**src/rtl/wcb_pkg.sv**
```systemverilog
package wcb_pkg;
  localparam int unsigned PAGE_AW    = 6;
  localparam int unsigned PAGE_BYTES = 1 << PAGE_AW;
  typedef logic [7:0] byte_t;
endpackage

```
**src/rtl/wcb_page_buf.sv**
```systemverilog
module wcb_page_buf
  import wcb_pkg::*;
#(
  parameter int unsigned ADDR_W = 15
) (
  input  logic               clk_i,
  input  logic               rst_ni,
  input  logic               start_i,
  input  logic [ADDR_W-1:0]  addr_i,
  input  logic               take_i,
  input  byte_t              data_i,
  input  logic               permit_i,
  input  logic [PAGE_AW-1:0] rd_idx_i,
  output logic [ADDR_W-1:0]  cur_addr_o,
  output logic [ADDR_W-PAGE_AW-1:0] base_o,
  output byte_t              rd_data_o,
  output logic               rd_ok_o,
  output logic               any_ok_o,
  output logic               got_byte_o
);
  localparam int unsigned BASE_W = ADDR_W - PAGE_AW;

  byte_t                  buf_q [PAGE_BYTES];
  logic [PAGE_BYTES-1:0]  ok_q;
  logic [PAGE_AW-1:0]     ptr_q;
  logic [BASE_W-1:0]      base_q;
  logic                   got_q;

  always_ff @(posedge clk_i or negedge rst_ni) begin
    if (!rst_ni) begin
      ok_q   <= '0;
      ptr_q  <= '0;
      base_q <= '0;
      got_q  <= 1'b0;
    end else if (start_i) begin
      ok_q   <= '0;
      ptr_q  <= addr_i[PAGE_AW-1:0];
      base_q <= addr_i[ADDR_W-1:PAGE_AW];
      got_q  <= 1'b0;
    end else if (take_i) begin
      ok_q[ptr_q] <= permit_i;
      ptr_q       <= ptr_q + 1'b1;
      got_q       <= 1'b1;
    end
  end

  // data storage needs no reset: the mask qualifies every entry
  for (genvar g = 0; g < PAGE_BYTES; g++) begin : g_cell
    always_ff @(posedge clk_i) begin
      if (take_i && !start_i && ptr_q == PAGE_AW'(g)) buf_q[g] <= data_i;
    end
  end

  assign cur_addr_o = {base_q, ptr_q};
  assign base_o     = base_q;
  assign rd_data_o  = buf_q[rd_idx_i];
  assign rd_ok_o    = ok_q[rd_idx_i];
  assign any_ok_o   = |ok_q;
  assign got_byte_o = got_q;

  assert_base_hold_R2: assert property (@(posedge clk_i) disable iff (!rst_ni)
    !start_i |=> $stable(base_q));
  assert_offset_wrap_R2: assert property (@(posedge clk_i) disable iff (!rst_ni)
    (take_i && !start_i && ptr_q == '1) |=> (ptr_q == '0));
endmodule

```
**src/rtl/wcb_cycle_timer.sv**
```systemverilog
module wcb_cycle_timer #(
  parameter int unsigned CYCLE_LEN = 1000000
) (
  input  logic                         clk_i,
  input  logic                         rst_ni,
  input  logic                         launch_i,
  output logic                         busy_o,
  output logic [$clog2(CYCLE_LEN)-1:0] cnt_o,
  output logic                         fin_o
);
  localparam int unsigned CNT_W = $clog2(CYCLE_LEN);
  localparam logic [CNT_W-1:0] LAST = CNT_W'(CYCLE_LEN - 1);

  logic             busy_q, fin_q;
  logic [CNT_W-1:0] cnt_q;

  always_ff @(posedge clk_i or negedge rst_ni) begin
    if (!rst_ni) begin
      busy_q <= 1'b0;
      cnt_q  <= '0;
      fin_q  <= 1'b0;
    end else begin
      fin_q <= 1'b0;
      if (busy_q) begin
        if (cnt_q == LAST) begin
          busy_q <= 1'b0;
          fin_q  <= 1'b1;
        end
        cnt_q <= cnt_q + 1'b1;
      end else if (launch_i) begin
        busy_q <= 1'b1;
        cnt_q  <= '0;
      end
    end
  end

  assign busy_o = busy_q;
  assign cnt_o  = cnt_q;
  assign fin_o  = fin_q;

  assert_window_len_R7: assert property (@(posedge clk_i) disable iff (!rst_ni)
    $fell(busy_q) |-> ($past(cnt_q) == LAST));
  assert_fin_single_R8: assert property (@(posedge clk_i) disable iff (!rst_ni)
    fin_q |=> !fin_q);
endmodule

```
**src/rtl/page_commit_engine.sv**
```systemverilog
module page_commit_engine
  import wcb_pkg::*;
#(
  parameter int unsigned ADDR_W    = 15,
  parameter int unsigned CYCLE_LEN = 1000000
) (
  input  logic              clk_i,
  input  logic              rst_ni,
  input  logic              wr_start_i,
  input  logic [ADDR_W-1:0] wr_addr_i,
  input  logic              data_stb_i,
  input  logic [7:0]        data_i,
  input  logic              permit_i,
  input  logic              frame_end_i,
  input  logic              aligned_i,
  output logic [ADDR_W-1:0] cur_addr_o,
  output logic              busy_o,
  output logic              mem_we_o,
  output logic [ADDR_W-1:0] mem_addr_o,
  output logic [7:0]        mem_data_o,
  output logic              wen_clr_o
);
  localparam int unsigned CNT_W  = $clog2(CYCLE_LEN);
  localparam int unsigned BASE_W = ADDR_W - PAGE_AW;

  logic               busy, fin, armed_q, skip_q;
  logic               start_ok, take_ok, end_ok, commit_req;
  logic               rd_ok, any_ok, got_byte, scan;
  logic [CNT_W-1:0]   cnt;
  logic [PAGE_AW-1:0] rd_idx;
  logic [BASE_W-1:0]  base;
  byte_t              rd_data;

  assign start_ok   = wr_start_i && !busy;
  assign take_ok    = data_stb_i && !busy;
  assign end_ok     = frame_end_i && !busy;
  assign commit_req = end_ok && aligned_i && armed_q && got_byte;

  always_ff @(posedge clk_i or negedge rst_ni) begin
    if (!rst_ni) begin
      armed_q <= 1'b0;
      skip_q  <= 1'b0;
    end else begin
      if (start_ok)    armed_q <= 1'b1;
      else if (end_ok) armed_q <= 1'b0;
      skip_q <= commit_req && !any_ok;
    end
  end

  wcb_page_buf #(.ADDR_W(ADDR_W)) u_buf (
    .clk_i, .rst_ni,
    .start_i   (start_ok),
    .addr_i    (wr_addr_i),
    .take_i    (take_ok),
    .data_i    (data_i),
    .permit_i  (permit_i),
    .rd_idx_i  (rd_idx),
    .cur_addr_o(cur_addr_o),
    .base_o    (base),
    .rd_data_o (rd_data),
    .rd_ok_o   (rd_ok),
    .any_ok_o  (any_ok),
    .got_byte_o(got_byte)
  );

  wcb_cycle_timer #(.CYCLE_LEN(CYCLE_LEN)) u_tmr (
    .clk_i, .rst_ni,
    .launch_i(commit_req && any_ok),
    .busy_o  (busy),
    .cnt_o   (cnt),
    .fin_o   (fin)
  );

  assign rd_idx     = cnt[PAGE_AW-1:0];
  assign scan       = busy && (cnt < CNT_W'(PAGE_BYTES));
  assign mem_we_o   = scan && rd_ok;
  assign mem_addr_o = {base, rd_idx};
  assign mem_data_o = rd_data;
  assign busy_o     = busy;
  assign wen_clr_o  = fin || skip_q;

  assert_we_in_busy_R7: assert property (@(posedge clk_i) disable iff (!rst_ni)
    mem_we_o |-> busy_o);
  assert_launch_clean_R6: assert property (@(posedge clk_i) disable iff (!rst_ni)
    $rose(busy_o) |-> $past(frame_end_i && aligned_i));
  assert_clr_idle_R8: assert property (@(posedge clk_i) disable iff (!rst_ni)
    wen_clr_o |-> !busy_o);
  assert_ignore_busy_R10: assert property (@(posedge clk_i) disable iff (!rst_ni)
    busy_o |=> $stable(cur_addr_o));
  assert_skip_no_busy_R9: assert property (@(posedge clk_i) disable iff (!rst_ni)
    skip_q |-> !busy_o);
endmodule

```
**config.mk**
```make
export PLATFORM = sky130hd
export DESIGN_NAME = page_commit_engine
export DESIGN_NICKNAME = d
export VERILOG_FILES = /design/src/rtl/wcb_pkg.sv /design/src/rtl/wcb_page_buf.sv /design/src/rtl/wcb_cycle_timer.sv /design/src/rtl/page_commit_engine.sv
export SDC_FILE = /design/constraint.sdc
export NUM_CORES = 1
export LEC_CHECK = 0
export BUFFER_PORTS_ARGS = -buffer_cell sky130_fd_sc_hd__buf_2
export CORE_ASPECT_RATIO = 1.5
export CORE_MARGIN = 3
export CORE_UTILIZATION = 62
export CTS_CLUSTER_DIAMETER = 60
export DETAILED_ROUTE_END_ITERATION = 10
export PLACE_DENSITY = 0.86
export SETUP_SLACK_MARGIN = 0.4
export SYNTH_ARGS = -nofsm -noshare
export SYNTH_HDL_FRONTEND = slang
export SYNTH_SLANG_ARGS = --single-unit
```
**constraint.sdc**
```tcl
create_clock -name clk_i -period 3.1 [get_ports clk_i]
set_clock_uncertainty 0.15 [all_clocks]
set_input_delay 0.62 -clock clk_i [delete_from_list [all_inputs] [get_ports clk_i]]
set_output_delay 0.62 -clock clk_i [all_outputs]
set_load 0.03 [all_outputs]
```
# [After elaboration in Yosys (flattened, before gate mapping)]
# Memories as Yosys holds them, arrays and structs flattened.
# Cells that the tools add are included.
# W data, S select, Z words.
[totals] regBits=104 mem_bits_rw=512 inputBits=30 out_inout_bits=41 elab_cells=565 mem_count=1
[mem_list] memory="u_buf.buf_q" depth=64 word_bits=8 rd=1 rd_clocked_by_memory_dff=0 wr=1 line_no="wcb_page_buf.sv:23" source="byte_t buf_q [PAGE_BYTES];"
[classes] n_addsub=2 order_cmp=4 eq_ne=64 mux=337 n_reduce_logical=148
[ops] operator="$mux W8" n=63
[ops] operator="$reduce_or A8 Y1" n=63
[ops] operator="$mux W6" n=65
[ops] operator="$mux W1" n=202
[ops] operator="$eq A6 B6 Y1 const B" n=32
[ops] operator="$mux W64" n=2
[ops] operator="$eq A6 B5 Y1 const B" n=16
[ops] operator="$logic_and A1 B1 Y1" n=76
[ops] operator="$bwmux W64" n=1
[ops] operator="$reduce_or A64 Y1" n=1
[ops] operator="$eq A6 B4 Y1 const B" n=8
[ops] operator="$mux W20" n=2
[ops] operator="$eq A6 B3 Y1 const B" n=4
[ops] operator="$add A20 B1 Y20 const B" n=1
[ops] operator="$eq A20 B20 Y1 const B" n=1
[ops] operator="$lt A20 B7 Y1 const B" n=1
[ops] operator="$lt A6 B7 Y1 const B" n=2
[ops] operator="$eq A6 B2 Y1 const B" n=2
[ops] operator="$add A6 B1 Y6 const B" n=1
[ops] operator="$bmux W1 S6" n=1
[ops] operator="$demux W1 S6" n=1
[ops] operator="$eq A6 B1 Y1 const B" n=1
[ops] operator="$ge A6 B1 Y1 const B" n=1
[ops] operator="$logic_not A6 Y1" n=1
[ops] operator="3 further kinds" n=7

# [Depth between registers and ports, before layout]
[logic_depth] depth_word=71 mapped_depth=9 mapped_depth_nobuf=6

# [Modules after synthesis]
# A second synthesis with hierarchy kept.
[hier_totals] hier_cells=1490 hier_area_um2=25493.2
[by_module_without_submodules] module="wcb_page_buf" instances=1 cells_per_inst=1364 area_each_um2=24223.2 seq_area_each_um2=17376.7
[by_module_without_submodules] module="wcb_cycle_timer" instances=1 cells_per_inst=109 area_each_um2=1123.6 seq_area_each_um2=550.5
[by_module_without_submodules] module="page_commit_engine" instances=1 cells_per_inst=17 area_each_um2=146.4 seq_area_each_um2=50.0

# [Worst setup path before layout]
# OpenSTA, ideal clock, no wires.
[synth_timing] kind="flip-flop to output port" from="reg u_tmr.cnt_q[2] (netlist: u_tmr.cnt_o[2])" to="out mem_data_o[0]" arrival_ns=2.413 required_ns=2.330 setup_slack_ns=-0.083 stages_incl_launch_ff=8 n_path_buf=3 cell_sequence="dfrtp_1 > buf_2 > or3b_2 > clkbuf_1 > buf_2 > o221ai_1 > a21oi_1 > a311oi_1"
[synth_via] elab_chain_len=1
[synth_rtl] element="from (decl)" line_no="wcb_cycle_timer.sv:15" source="logic [CNT_W-1:0] cnt_q;"
[synth_rtl] element="from (signal assigned)" line_no="wcb_cycle_timer.sv:29" source="cnt_q <= cnt_q + 1'b1;"
[synth_rtl] element="$mem_v2 Z64 W8"
[synth_rtl] element="to (decl)" line_no="page_commit_engine.sv:20" source="output logic [7:0] mem_data_o,"
# Every way passes these cells.

# [Worst setup path after layout]
[layout_timing] from="reg u_tmr.cnt_q[2] (netlist: u_tmr.cnt_o[2])" to="out mem_data_o[5]"
# Same word-level chain as after synthesis.

==> reports/metrics.cfg <==
[floorplan]
floorplan.initialDensity = 0.6308
coreArea_um2 = 40430
die_x_um = 171.6
dieArea_um2 = 43650
die_h_um = 254.4
io_pins = 71
row_count = 90

[hold_path]
min_path_type = in2reg

[placement]
hpwl_um = 45280
place_inst = 2155
gp_congestion = 0.9548
port-buffer-count = 70
place_area_um2 = 27620

[run_status]
status = complete, but fails checks
violations = negative setup slack

[detailed_routing]
firstDrtPassIters = 8
dr.first_iter.drc_count = 3165
drc = 0
antenna_left = 0
routedWlPerCell_um = 35.36
viasPerCell = 7.512
routed_wl_um = 80610
vias = 17128

[global_routing]
grt-ovfl-total = 0
grt_pass1_wl_um = 109900
grt_max_degree = 65
antenna_found_initial = 0
grt_use_total = 0.3467
grt_pass1_vias = 16398

[critical_path]
crit_slowest_cell = dfrtp_1
crit_path_max_fanout = 11
startpoint_type = flip-flop
path_cells = clkinv_2, buf_4, nand3_1, o22ai_1, o41a_1, buf_6, a311oi_4, buf_6
cp.required_ps = 2330
crit_type = reg2out
end_kind = output port
cpMostUsedCell = buf_6
slowest_delay_ps = 530
worstPathArrival_ps = 3250

[cells_and_area]
stdcell_count = 2280
layout.nets = 1765
layout_commonest_cell = edfxtp_1
fin_area_um2 = 30150
diodes = 0
final_layout_size_suffix_gt1_frac = 0.3275
utilization = 0.7459
syn_to_final_growth_pct = 18.25
final_cell_mix = edfxtp_1, buf_4, mux4_2

[sta]
setup_viol = 9
hold_violations = 0
worst_slack_ps = -915.9
relSlewSlack = 0.4501
fmax_mhz = 249.0
fin_crit_sh = 1.295
worst_pin_slew_ps = 821.9
rsz0062_at_grt = true
maxSlewViolCount = 0
fin_crit_ps = 4016

[yosys]
yosysTopAreaCell = edfxtp_1
ys.flop_type = edfxtp_1
netlist_instances = 1503
ys_types = 62
synth_edf_count = 512
ys_warn_count = 0
ys_async_sr_fraction = 0.1688
ys_ff_latch = 616
synth_top_area_share = 0.6029
postSynthAreaPerCell_um2 = 16.97
syn_nets = 1538
ys_seq_area_frac = 0.7050
syn_area_um2 = 25500
ys_top_cells_by_area = edfxtp_1, dfrtp_1, mux4_2

[power]
combPwrFrac = 0.395
seqPwrFrac = 0.350
power_density_nw_per_um2 = 919.4
p_leak_nw = 10.43
vdd.ir_drop.worst_v = 0.0005024
p_sw_frac = 0.3639
p_int_mw = 17.63
p_sw_mw = 10.09
clkPwrFrac = 0.255

[run]
drv_cap = 0

[cts]
clock-sinks = 616
htree_levels = 2
clk_pin_slew_ps = 70
cts_buffers = 54
clock_path_buffers = 3
clkLatencyLatePin_ps = 600
cts_tree = yes
cts_root_buffer = clkbuf_16

[state kept, by name, indices dropped and copies added, names as in the netlist]
name              cells
u_buf.base_o          9
u_tmr.busy_o          1
u_tmr.cnt_o          20
u_buf.buf_q         512
u_tmr.fin_o           1
skip_q                1
u_buf.ok_q           64
u_buf.ptr_q           6
armed_q               1
u_buf.got_byte_o      1
[worst max-delay path: cells and delay by family (launching register included)]
family                 cells  cell delay [ps]
DFF                        1              530
AOI/OAI and AO/OA          3              990
and+or+nand+nor            1              300
buffers and inverters      4              810
[metal layers]
| layer | track usage | vias to the layer above | wire [µm] |
|---|---|---|---|
| li1 | - | 6514 | - |
| met1 | 0.4213 | 8314 | 24730 |
| met2 | 0.5540 | 1837 | 38840 |
| met3 | 0.07846 | 463 | 9758 |
| met4 | 0.2418 | 0 | 7286 |
| met5 | 0 | - | 0 |
[logic make-up after synthesis]
family          share of synthesized area
buf+inv                           0.02777
compound gates                    0.07321
simple gates                      0.05510
mux                                0.1347
fa+ha+maj                        0.002453
xor+xnor                         0.001718
flops                              0.7050
[power by group through the flow]
stage               Combinational (mW)  Sequential [mW]  Clock, mW
finish                            10.9             9.71       7.07
global placement                  8.73             9.85          0
floorplan                         5.94             9.89          0
CTS                               9.64             9.70       6.97
detailed placement                8.98             9.88          0
global route                      11.2             9.73       7.32
[cells in the mapped netlist (19+ instances only)]
library cell / instances
o21ai_0: 89
a21oi_1: 21
mux2_2: 19
mux4_2: 114
nand2_1: 85
clkbuf_1: 46
o211ai_1: 69
dfrtp_1: 104
nor4_1: 25
nand3_1: 31
o22ai_1: 33
nor2_1: 87
mux2i_1: 47
buf_4: 24
edfxtp_1: 512
[layout make-up]
class	instances	area [µm²]
flip-flops and latches	616	17980
fillers	2076	10270
multi-input cells	768	7402
repair buffers	276	2262
clock buffers	64	1410
well taps	506	633.1
clock inverters	36	406.6
inverters	14	53.80
[metrics by stage]
step / hold slack, ps / power, mW / setup slack [ps] / setup TNS (ps)
finish: 97.36 / 27.72 / -915.9 / -7171
global route: 99.85 / 28.24 / -891.8 / -7145
CTS: 94.54 / 26.31 / -709.0 / -5787
detailed placement: 363.6 / 18.86 / -313.6 / -1327
global placement: 327.6 / 18.58 / -204.9 / -919.2
floorplan: 174.4 / 15.84 / 294.9 / 0
[final timing paths]
kind	slack [ps]	cells past startpoint	startpoint	endpoint
worst min-delay path	100	2	wr_addr_i[7]	u_buf.base_o[1]
max in group asynchronous	1760	3	rst_ni	u_tmr.cnt_o[1]
worst min register to register	370	1	u_buf.got_byte_o	u_buf.got_byte_o
min in group asynchronous	330	2	rst_ni	u_buf.base_o[4]
worst max register to register	290	5	u_buf.ptr_q[1]	u_buf.buf_q[29][0]
worst max-delay path	-920	8	u_tmr.cnt_o[2]	mem_data_o[5]
[repair_timing]
action                                  in CTS  in global routing
endpoints found under the hold margin       29                  0
endpoints found under the setup margin      16                 47
resized for setup                           60                 47
setup buffers                                3                 18
hold buffers                                 1                  0
pin swaps                                    4                  8
cloned                                       0                  3
Note: power is estimated with default switching activity, not from simulation.
